## src/rtl/bkpt_pkg.sv

```systemverilog
package bkpt_pkg;
  typedef enum logic [1:0] {
    EV_NONE   = 2'd0,
    EV_BKPT   = 2'd1,
    EV_VCATCH = 2'd2
  } ev_kind_e;
endpackage

```

## src/rtl/bkpt_slot_cmp.sv

```systemverilog
module bkpt_slot_cmp #(
  parameter int ADDR_W = 32
) (
  input  logic              en_i,
  input  logic              mism_i,
  input  logic [3:0]        bsel_i,
  input  logic [ADDR_W-1:0] base_i,
  input  logic [ADDR_W-1:0] addr_i,
  input  logic              mixed_i,
  output logic              hit_o
);
  logic word_eq, hw_sel, addr_match, armed;

  always_comb begin
    word_eq    = (addr_i[ADDR_W-1:2] == base_i[ADDR_W-1:2]);
    // first halfword of the instruction decides; the second half is never looked at
    hw_sel     = addr_i[1] ? (|bsel_i[3:2]) : (|bsel_i[1:0]);
    addr_match = word_eq & (mixed_i ? hw_sel : 1'b1);
    armed      = en_i & (|bsel_i);
    hit_o      = armed & (addr_match ^ mism_i);
  end
endmodule

```

## src/rtl/bkpt_vcatch.sv

```systemverilog
module bkpt_vcatch #(
  parameter int ADDR_W = 32
) (
  input  logic              en_i,
  input  logic [ADDR_W-1:0] vec_i,
  input  logic [ADDR_W-1:0] addr_i,
  input  logic              mixed_i,
  input  logic              len32_i,
  output logic              hit_o
);
  localparam logic [ADDR_W-1:0] HW_STEP = ADDR_W'(2);
  logic exact, near;

  always_comb begin
    exact = (addr_i[ADDR_W-1:1] == vec_i[ADDR_W-1:1]);
    near  = mixed_i & len32_i &
            ((addr_i[ADDR_W-1:1] == (vec_i - HW_STEP) >> 1) |
             (addr_i[ADDR_W-1:1] == (vec_i + HW_STEP) >> 1));
    hit_o = en_i & (exact | near);
  end
endmodule

```

## src/rtl/bkpt_prio_enc.sv

```systemverilog
module bkpt_prio_enc #(
  parameter int N     = 4,
  parameter int IDX_W = (N > 1) ? $clog2(N) : 1
) (
  input  logic [N-1:0]     req_i,
  output logic             any_o,
  output logic [IDX_W-1:0] idx_o
);
  always_comb begin
    any_o = |req_i;
    idx_o = '0;
    for (int i = N - 1; i >= 0; i--) begin
      if (req_i[i]) idx_o = IDX_W'(i);
    end
  end
endmodule

```

## src/rtl/bkpt_cmp_top.sv

```systemverilog
module bkpt_cmp_top
  import bkpt_pkg::*;
#(
  parameter int NUM_SLOTS = 4,
  parameter int ADDR_W    = 32,
  parameter int SLOT_W    = (NUM_SLOTS > 1) ? $clog2(NUM_SLOTS) : 1
) (
  input  logic                        clk_i,
  input  logic                        rst_i,
  input  logic [NUM_SLOTS*ADDR_W-1:0] slot_base_i,
  input  logic [NUM_SLOTS*4-1:0]      slot_bsel_i,
  input  logic [NUM_SLOTS-1:0]        slot_mism_i,
  input  logic [NUM_SLOTS-1:0]        slot_en_i,
  input  logic                        vc_en_i,
  input  logic [ADDR_W-1:0]           vc_addr_i,
  input  logic                        in_valid_i,
  output logic                        in_ready_o,
  input  logic [ADDR_W-1:0]           in_addr_i,
  input  logic                        in_mixed_i,
  input  logic                        in_len32_i,
  output logic                        ev_valid_o,
  output logic                        bp_hit_o,
  output logic [SLOT_W-1:0]           bp_slot_o,
  output logic                        vc_hit_o,
  output logic [1:0]                  ev_kind_o
);
  logic [NUM_SLOTS-1:0] hit_vec;
  logic                 any_hit;
  logic [SLOT_W-1:0]    sel_idx;
  logic                 vc_raw;
  ev_kind_e             kind_nxt;

  assign in_ready_o = 1'b1;

  for (genvar g = 0; g < NUM_SLOTS; g++) begin : g_slot
    bkpt_slot_cmp #(.ADDR_W(ADDR_W)) u_cmp (
      .en_i   (slot_en_i[g]),
      .mism_i (slot_mism_i[g]),
      .bsel_i (slot_bsel_i[g*4 +: 4]),
      .base_i (slot_base_i[g*ADDR_W +: ADDR_W]),
      .addr_i (in_addr_i),
      .mixed_i(in_mixed_i),
      .hit_o  (hit_vec[g])
    );

    assert_bsel_zero_R1: assert property (@(posedge clk_i) disable iff (rst_i)
      (slot_bsel_i[g*4 +: 4] == 4'b0000) |-> !hit_vec[g]);
  end

  bkpt_prio_enc #(.N(NUM_SLOTS), .IDX_W(SLOT_W)) u_prio (
    .req_i(hit_vec),
    .any_o(any_hit),
    .idx_o(sel_idx)
  );

  bkpt_vcatch #(.ADDR_W(ADDR_W)) u_vc (
    .en_i   (vc_en_i),
    .vec_i  (vc_addr_i),
    .addr_i (in_addr_i),
    .mixed_i(in_mixed_i),
    .len32_i(in_len32_i),
    .hit_o  (vc_raw)
  );

  always_comb begin
    if (any_hit)     kind_nxt = EV_BKPT;
    else if (vc_raw) kind_nxt = EV_VCATCH;
    else             kind_nxt = EV_NONE;
  end

  always_ff @(posedge clk_i) begin
    if (rst_i || !in_valid_i) begin
      ev_valid_o <= 1'b0;
      bp_hit_o   <= 1'b0;
      bp_slot_o  <= '0;
      vc_hit_o   <= 1'b0;
      ev_kind_o  <= EV_NONE;
    end else begin
      ev_valid_o <= 1'b1;
      bp_hit_o   <= any_hit;
      bp_slot_o  <= any_hit ? sel_idx : '0;
      vc_hit_o   <= vc_raw;
      ev_kind_o  <= kind_nxt;
    end
  end

  assert_lowest_set_R6: assert property (@(posedge clk_i) disable iff (rst_i)
    any_hit |-> (hit_vec[sel_idx] && ((hit_vec & ((NUM_SLOTS'(1) << sel_idx) - NUM_SLOTS'(1))) == '0)));

  assert_vc_off_R7: assert property (@(posedge clk_i) disable iff (rst_i)
    (!vc_en_i && in_valid_i) |=> !vc_hit_o);

  assert_bkpt_kind_R8: assert property (@(posedge clk_i) disable iff (rst_i)
    (ev_kind_o == EV_BKPT) |-> bp_hit_o);

  assert_vc_kind_R8: assert property (@(posedge clk_i) disable iff (rst_i)
    (vc_hit_o && !bp_hit_o) |-> (ev_kind_o == EV_VCATCH));

  assert_idle_zero_R9: assert property (@(posedge clk_i) disable iff (rst_i)
    !$past(in_valid_i) |-> (!ev_valid_o && !bp_hit_o && !vc_hit_o && ev_kind_o == EV_NONE));
endmodule

```

## config.mk

```make
export PLATFORM = sky130hd
export DESIGN_NAME = bkpt_cmp_top
export DESIGN_NICKNAME = d
export VERILOG_FILES = /design/src/rtl/bkpt_pkg.sv /design/src/rtl/bkpt_slot_cmp.sv /design/src/rtl/bkpt_vcatch.sv /design/src/rtl/bkpt_prio_enc.sv /design/src/rtl/bkpt_cmp_top.sv
export SDC_FILE = /design/constraint.sdc
export NUM_CORES = 1
export LEC_CHECK = 0
export CORE_MARGIN = 1.5
export CORE_UTILIZATION = 39
export DETAILED_ROUTE_END_ITERATION = 8
export PLACE_DENSITY_LB_ADDON = 0.2
export SLEW_MARGIN = 10
export SYNTH_ARGS = -nofsm -noshare
export SYNTH_HDL_FRONTEND = slang
export SYNTH_SLANG_ARGS = --single-unit
```

## constraint.sdc

```tcl
create_clock -name clk_i -period 4.7 [get_ports clk_i]
set_input_delay 1.175 -clock clk_i [delete_from_list [all_inputs] [get_ports clk_i]]
set_output_delay 1.175 -clock clk_i [all_outputs]
set_load 0.02 [all_outputs]
```

* After elaboration in Yosys (flattened, before gate mapping)
Cells that the tools add are included.
** Cells by class
- Eq/ne operators :: 7
- Reduce and logical (&&, ||, !) cells :: 18
- Divide/modulo/power cells :: 0
- Multiplexer cells :: 14
- Bitwise gates (word level) :: 22
- Add/subtract/negate cells :: 2
- Multipliers :: 0
- Shift-type cells :: 0
- $lt $le $gt $ge :: 0
** Operator list (count)
- == test 30 bit :: 4
- == test 31 bit :: 3
- adder 32 x 2 -> 32 bit (second input constant) :: 1
- subtractor 32 x 2 -> 32 bit (second input constant) :: 1
- OR reduction 4 bit :: 6
- OR reduction 2 bit :: 8
- bitwise AND 1 bit :: 15
- two-way mux 1 bit :: 11
- two-way mux 2 bit :: 3
- OR reduction 5 bit :: 1
- bitwise XOR 1 bit :: 4
- OR reduction 3 bit :: 1
- bitwise OR 1 bit :: 2
- logical NOT 1 bit :: 1
- logical OR 1 bit :: 1
- NOT 1 bit :: 1
** Storage, ports and cells
- Input bits :: 222
- Bits in latches :: 0
- Flip-flop bits (word level) :: 7
- Memory bits (writable) :: 0
- Memories kept :: 0
- Output and inout bits :: 8
- Memory bits (read-only) :: 0

* Longest topological paths before layout
Gate-level depths: netlist (run 1).
- Depth after elaboration :: 9
- Mapped depth :: 11
- Depth with buffers taken out :: 10

* Cells and area by module
A second synthesis (run 1) with hierarchy kept.
** Unflattened totals
- Cell total of the unflattened synthesis :: 539
- Area total of the unflattened synthesis :: 3935.0 um^2
** By module, submodules not included
- bkpt_vcatch :: instances 1, area an instance 2180.8 um^2, cells an instance 329
- bkpt_slot_cmp :: instances 4, area an instance 379.1 um^2, cells an instance 47
- bkpt_cmp_top :: instances 1, area an instance 202.7 um^2, cells an instance 15
- bkpt_prio_enc :: instances 1, area an instance 35.0 um^2, cells an instance 7

* Least setup slack after synthesis (run 1)
Ideal clock, no wire load.
- Path type :: input port to flip-flop
- Start :: input vc_addr_i[2]
- End :: register ev_kind_o[1]
- Arrival time :: 3750 ps
- Library setup time :: 74 ps
- Data required time :: 4626 ps
- Path buffers :: 1
- Path slack :: 876 ps
- Stages :: 10
- Path through :: clkbuf_1 inv_1 ha_1 xnor2_1 a2111o_1 a2111o_1 or4_1 nand4b_1 or4_1 a31oi_1
** Between the ends
- Longest elaborated chain between the ends :: 7
- Elaborated cells between the ends (all ways) :: 10
** Ends and longest elaborated chain
- start, declared :: line bkpt_cmp_top.sv:15 : input logic [ADDR_W-1:0] vc_addr_i,
- subtractor 32 x 2 -> 32 bit or adder 32 x 2 -> 32 bit (tied branches) :: line bkpt_vcatch.sv:17, bkpt_vcatch.sv:18
- == test 31 bit (on tied branches) :: line bkpt_vcatch.sv:17, bkpt_vcatch.sv:18
- bitwise OR 1 bit :: line bkpt_vcatch.sv:17 : ((addr_i[ADDR_W-1:1] == (vec_i - HW_STEP) >> 1) |
- bitwise AND 1 bit :: line bkpt_vcatch.sv:16 : near = mixed_i & len32_i &
- bitwise OR 1 bit * :: line bkpt_vcatch.sv:19 : hit_o = en_i & (exact | near);
- bitwise AND 1 bit * :: line bkpt_vcatch.sv:19
- two-way mux 2 bit * :: line bkpt_cmp_top.sv:67 : else if (vc_raw) kind_nxt = EV_VCATCH;
- end signal, assigned :: line bkpt_cmp_top.sv:83 : ev_kind_o <= kind_nxt;
- end, declared :: line bkpt_cmp_top.sv:25 : output logic [1:0] ev_kind_o
Every way passes the cells marked *; elsewhere a longest branch is shown, timed or not.
A chain may end at the register's enable or synchronous reset.

* Worst setup path in the final report (run 1)
- Start :: input vc_addr_i[1]
- End :: register ev_kind_o[1]
Same word-level chain as after synthesis.

==> results.ini, run 1 <==
[floorplanning]
die-area_um2 = 10400
std_cell_rows = 35
num_io_pins = 230
dieHeight_um = 102
die_x_um = 102
core_area_um2 = 9370
start_util_pct = 40.8

[worst_setup_path]
startpoint = vc_addr_i[1]
cp-end-kind = register
critPathLaunchType = input pin
critPathRequiredTime_ns = 4.85
cp_max_fo = 6
worstPathArrival_ns = 4.48
critPathKind = input pin to register

[logic_synthesis]
synth_top_area_share_pct = 32.0
yosysSeqAreaShare_pct = 3.14
synth_nets = 772
syn_inst = 548
syn_area_um2 = 3830
synth_area_leader_cell = xor2_1
yosysUniqueCellTypes = 62
ys_top_cells_by_area = xor2_1 32%, xnor2_1 8.7%, nor4_1 6.2%
syn-mean-instance-area_um2 = 6.98
async_flop_share_pct = 0
yosysWarningCount = 0
synth_edf_count = 0
synth-seq-cells = 6
synth_flop_cell = dfxtp_1

[clock_network]
cts_tree = done
cts_sinks = 6
cts_buffer_depth = 2
cts_buffers = 3
postCtsSetupRepairBufs = 0
cts_resized = 0
clockRootBuffer = clkbuf_8
cts_hold_buffers = 0
path_clk_slew_ns = 0.04
h-tree-depth = 1

[cells_and_area]
fill_cells = 856
ff_latch_area_um2 = 120
stdcell_count = 879
layout.nets = 976
syn_to_final_growth_pct = 62.4
drive_above_1_share_pct = 5.60
diodes = 0
multi_input_area_um2 = 3430

[timing]
rsz0062_at_grt = false
timing.fmax_ghz = 0.231
setup-violations-final = 0
hold_violations = 0
setup_ws_ns = 0.371
slew_headroom_pct = 56.3
final_max_slew_viol_count = 0
period_needed_ns = 4.33
tightest_slew_ns = 0.654
fin_crit_sh_pct = 92.1
finalSetupTns_ns = 0

[power]
power.density_nw_per_um2 = 108
leakagePower_nw = 2.25
worst_ir_drop_vdd_v = 0.0000981

[worst_hold_path]
whs_path_depth = 3
hold_class = input pin to register
hold-path-endpoint = bp_slot_o[0]
min_from = in_valid_i

[drt]
vias = 5158
firstDrtPassIters = 5
drtAntennaViolNets = 0
drtIter0Drc = 382
post_drt_via_cell_ratio = 5.87
drt_wl_total_mm = 18.3
drc = 0
wl_per_cell_um = 20.8

[global_route]
grt_pass1_wl_mm = 27.1
grt_pass1_vias = 5056
grt_max_degree = 12
grtUsageTotal_pct = 34.1
grt-ovfl-total = 0
antenna_found_initial = 0

[place]
portBuffers = 218
hpwl_mm = 15.3
dp.cells = 876
gp_congestion = 0.980
dpl_worst_slack_ns = 0.210

[run]
maxCapViolCount = 0

[outcome]
status = completed

==> worst max-delay path: stages <==
cell and delay [ns]:
clkdlybuf4s50_1 0.43, inv_1 0.11, ha_1 0.26, nor2b_1 0.31, and2_1 0.22, nand2_1 0.07
a2111o_1 0.40, or4_1 0.51, nand4b_1 0.19, or4_1 0.63, a31oi_1 0.17
==> logic make-up (layout without fill, tap and decap cells) <==
kind of cell / after synthesis / after routing / share of synthesized area, %
flops: 6 / 6 / 3.14
other cells: 1 / 1 / 0.0980
fa+ha+maj: 2 / 2 / 0.654
simple gates: 228 / 228 / 34.2
buf+inv: 60 / 262 / 7.13
xor+xnor: 178 / 178 / 40.7
compound gates: 67 / 67 / 12.4
mux: 6 / 6 / 1.57
==> worst max path at each step <==
stage,end,slack [ns],depth (start not counted)
finish,ev_kind_o[1],0.37,11
detailed placement,ev_kind_o[1],0.21,9
global route,ev_kind_o[1],0.20,9
global placement,ev_kind_o[1],0.26,9
floorplan,ev_kind_o[1],0.88,10
CTS,ev_kind_o[1],0.43,9
==> cells in the final DEF (no fill, tap or decap), types with 4 or more instances in the layout <==
master             n
mux2i_1            6
buf_4             32
nand2_1           25
nand4_1           22
o41ai_1            4
nand3_1           29
nor3_1            24
or4_1              6
o21ai_0           20
xnor2_1           38
inv_1              9
dfxtp_1            6
a31oi_1            5
xor2_1           140
nand2b_1           7
and3_1             7
nor4_1            38
or3_1              7
o22ai_1            4
nor2_1            32
clkdlybuf4s50_1  218
nor3b_1            5
==> per-layer routing <==
metal | global-route usage, % | wire (um) | up-vias
met5 | 0 | 0 | -
met4 | 12.9 | 774 | 0
met3 | 5.68 | 1730 | 66
met2 | 59.0 | 8370 | 329
met1 | 42.2 | 7440 | 2392
li1 | - | - | 2371
==> layout make-up <==
class	instances	area share (%)
multi-input combinational	482	55.3
timing repair buffer	250	39.0
tap	129	2.60
sequential	6	1.93
clock buffer	3	0.665
inverter	9	0.544
==> power by group <==
group          leakage, nW  internal, mW  switching [mW]
clock               0.0216        0.0550          0.0221
combinational         2.18         0.288           0.251
sequential          0.0490        0.0528        0.000423
==> flip-flops by register name, indices dropped and copies added, names as in the netlist <==
name and flops:
vc_hit_o 1, ev_valid_o 1, ev_kind_o 1, bp_slot_o 2
bp_hit_o 1
==> Yosys cell counts (all sizes together), types with 2 or more instances <==
library cell / n
o31ai: 3
nor4: 40
clkbuf: 36
a2111o: 2
o41ai: 4
nor2b: 3
and2: 3
xnor2: 38
or3: 7
or4: 7
nor3: 24
a2111oi: 3
dfxtp: 6
nand2b: 7
nor2: 32
nand3: 29
buf: 15
a31oi: 5
ha: 2
a21oi: 3
o32a: 2
a22oi: 2
nand4b: 3
nand3b: 2
nor4b: 3
nor3b: 5
o22ai: 4
mux2i: 6
nand4: 23
inv: 9
and3: 8
a21boi: 2
o31a: 3
and4: 3
nand2: 25
xor2: 140
o21ai: 20
a21o: 2
a41oi: 2
==> per-stage QoR <==
stage	power [mW]	instance area [um2]	hold WS, ns	util, %
floorplan	0.302	3830	1.36	-
global placement	0.572	6170	1.83	65.8
detailed placement	0.581	6170	1.84	65.8
CTS	0.661	6210	1.61	66.3
global route	0.708	6210	1.64	66.3
finish	0.669	6210	1.60	66.3
Power figures use the tool's default switching activity.
==> run 2: changes to the inputs <==
--- a/config.mk
+++ b/config.mk
@@ -8,7 +8,7 @@
 export CORE_MARGIN = 1.5
 export CORE_UTILIZATION = 39
 export DETAILED_ROUTE_END_ITERATION = 8
-export PLACE_DENSITY_LB_ADDON = 0.2
+export PLACE_DENSITY_LB_ADDON = 0.08
 export SLEW_MARGIN = 10
 export SYNTH_ARGS = -nofsm -noshare
 export SYNTH_HDL_FRONTEND = slang
==> results.ini, run 2 (same netlist as run 1, synthesis figures left out) <==
[worst_setup_path]
path_cells = clkdlybuf4s50_1, nor4_4, buf_4, a21boi_0, o21ai_0, a2111o_1, or4_1, nand4b_1, or4_1, a31oi_1
cp_max_fo = 5
crit_slowest_cell = clkdlybuf4s50_1
cp-end-kind = register
critPathLaunchType = input pin
cp_slowest_stage_delay_ns = 0.66
critPathKind = input pin to register
crit_top_cell = or4_1
worstPathArrival_ns = 4.43
critPathRequiredTime_ns = 4.84

[cells_and_area]
largest_reg_flops = 2
layout_commonest_cell = clkdlybuf4s50_1
fin_util_pct = 66.9
fill_cells = 845
diodes = 0
multi_input_area_um2 = 3430
stdcell_count = 887
final_cell_mix = 218 x clkdlybuf4s50_1, 140 x xor2_1, 40 x buf_4
syn_to_final_growth_pct = 63.9
regMostFlops = bp_slot_o
ff_latch_area_um2 = 120
drive_above_1_share_pct = 6.60
layout.nets = 984
design_area_um2 = 6270

[floorplanning]
dieHeight_um = 102
die_x_um = 102
std_cell_rows = 35
start_util_pct = 40.8
num_io_pins = 230
die-area_um2 = 10400
core_area_um2 = 9370

[drt]
post_drt_via_cell_ratio = 5.81
drc = 0
drtIter0Drc = 302
drtAntennaViolNets = 0
drt_wl_total_mm = 18.1
firstDrtPassIters = 5
vias = 5152
wl_per_cell_um = 20.4

[worst_hold_path]
whs_path_depth = 3
hold_class = input pin to register
hold-path-endpoint = bp_slot_o[0]
min_from = in_valid_i

[global_route]
grtUsageTotal_pct = 34.2
antenna_found_initial = 0
grt_pass1_wl_mm = 26.9
grt_max_degree = 12
grt-ovfl-total = 0
grt_pass1_vias = 4972

[power]
worst_ir_drop_vdd_v = 0.0000782
totalPowerFinal_mw = 0.669
power.density_nw_per_um2 = 107
leakagePower_nw = 2.29

[clock_network]
cts_resized = 0
cts_buffers = 3
h-tree-depth = 1
cts_tree = done
clockRootBuffer = clkbuf_8
cts_sinks = 6
path_clk_slew_ns = 0.03
cts_buffer_depth = 2
postCtsSetupRepairBufs = 0
cts_hold_buffers = 0

[place]
gp_congestion = 1.03
hpwl_mm = 15.6
place_area_um2 = 6230
dp.cells = 884
portBuffers = 218

[timing]
rsz0062_at_grt = false
finalSetupTns_ns = 0
fin_crit_sh_pct = 91.1
slew_headroom_pct = 60.1
timing.fmax_ghz = 0.233
period_needed_ns = 4.28
final_max_slew_viol_count = 0
tightest_slew_ns = 0.597
hold_violations = 0
setup-violations-final = 0

[outcome]
status = completed

[run]
maxCapViolCount = 0

run 2: changes by cell type in the layout (fill, tap and decap cells not counted):
cell and delta:
buf_4 +8
run 2: worst max-delay path: cells and delay by family:
kind | cells | cell delay [ns]
and+or+nand+nor | 4 | 1.42
AOI/OAI and AO/OA | 4 | 1.01
buffers and inverters | 2 | 0.82
run 2: how the worst max path moves through the flow:
stage | from | end | cells past startpoint
5_1_grt | vc_addr_i[2] | ev_kind_o[1] | 11
2_1_floorplan | vc_addr_i[2] | ev_kind_o[1] | 10
3_3_place_gp | vc_addr_i[1] | ev_kind_o[1] | 11
6_report | vc_addr_i[6] | ev_kind_o[1] | 10
3_5_place_dp | vc_addr_i[1] | ev_kind_o[1] | 11
4_1_cts | vc_addr_i[1] | ev_kind_o[1] | 11
run 2: layout make-up:
type | instances | area share, %
Multi-Input combinational cell | 482 | 54.7
Timing Repair Buffer | 258 | 39.6
Tap cell | 129 | 2.57
Sequential cell | 6 | 1.92
Clock buffer | 3 | 0.658
Inverter | 9 | 0.539
run 2: power breakdown:
group          internal (mW)  leakage [nW]  switching, mW
combinational          0.291          2.22          0.249
clock                 0.0549        0.0216         0.0210
sequential            0.0529        0.0490       0.000567
total                  0.398          2.29          0.270
run 2: metrics by stage:
| step | setup slack [ns] | hold WS [ns] |
|---|---|---|
| 2_1_floorplan | 0.876 | 1.36 |
| 3_3_place_gp | 0.288 | 1.81 |
| 3_5_place_dp | 0.253 | 1.81 |
| 4_1_cts | 0.461 | 1.58 |
| 5_1_grt | 0.209 | 1.62 |
| 6_report | 0.417 | 1.59 |
run 2: metal layers:
layer,GRT usage (%),wire [um]
met1,44.7,7420
met2,61.7,8750
met3,2.53,1610
met4,6.22,307
met5,0,0
==> run 3: changes to the inputs <==
--- a/config.mk
+++ b/config.mk
@@ -7,9 +7,11 @@
 export LEC_CHECK = 0
 export CORE_MARGIN = 1.5
 export CORE_UTILIZATION = 39
+export CTS_CLUSTER_DIAMETER = 50
 export DETAILED_ROUTE_END_ITERATION = 8
 export PLACE_DENSITY_LB_ADDON = 0.08
 export SLEW_MARGIN = 10
 export SYNTH_ARGS = -nofsm -noshare
 export SYNTH_HDL_FRONTEND = slang
 export SYNTH_SLANG_ARGS = --single-unit
+export TNS_END_PERCENT = 5
==> results of run 3 <==
The final DEF is identical to that of run 2; final timing and power are the same.
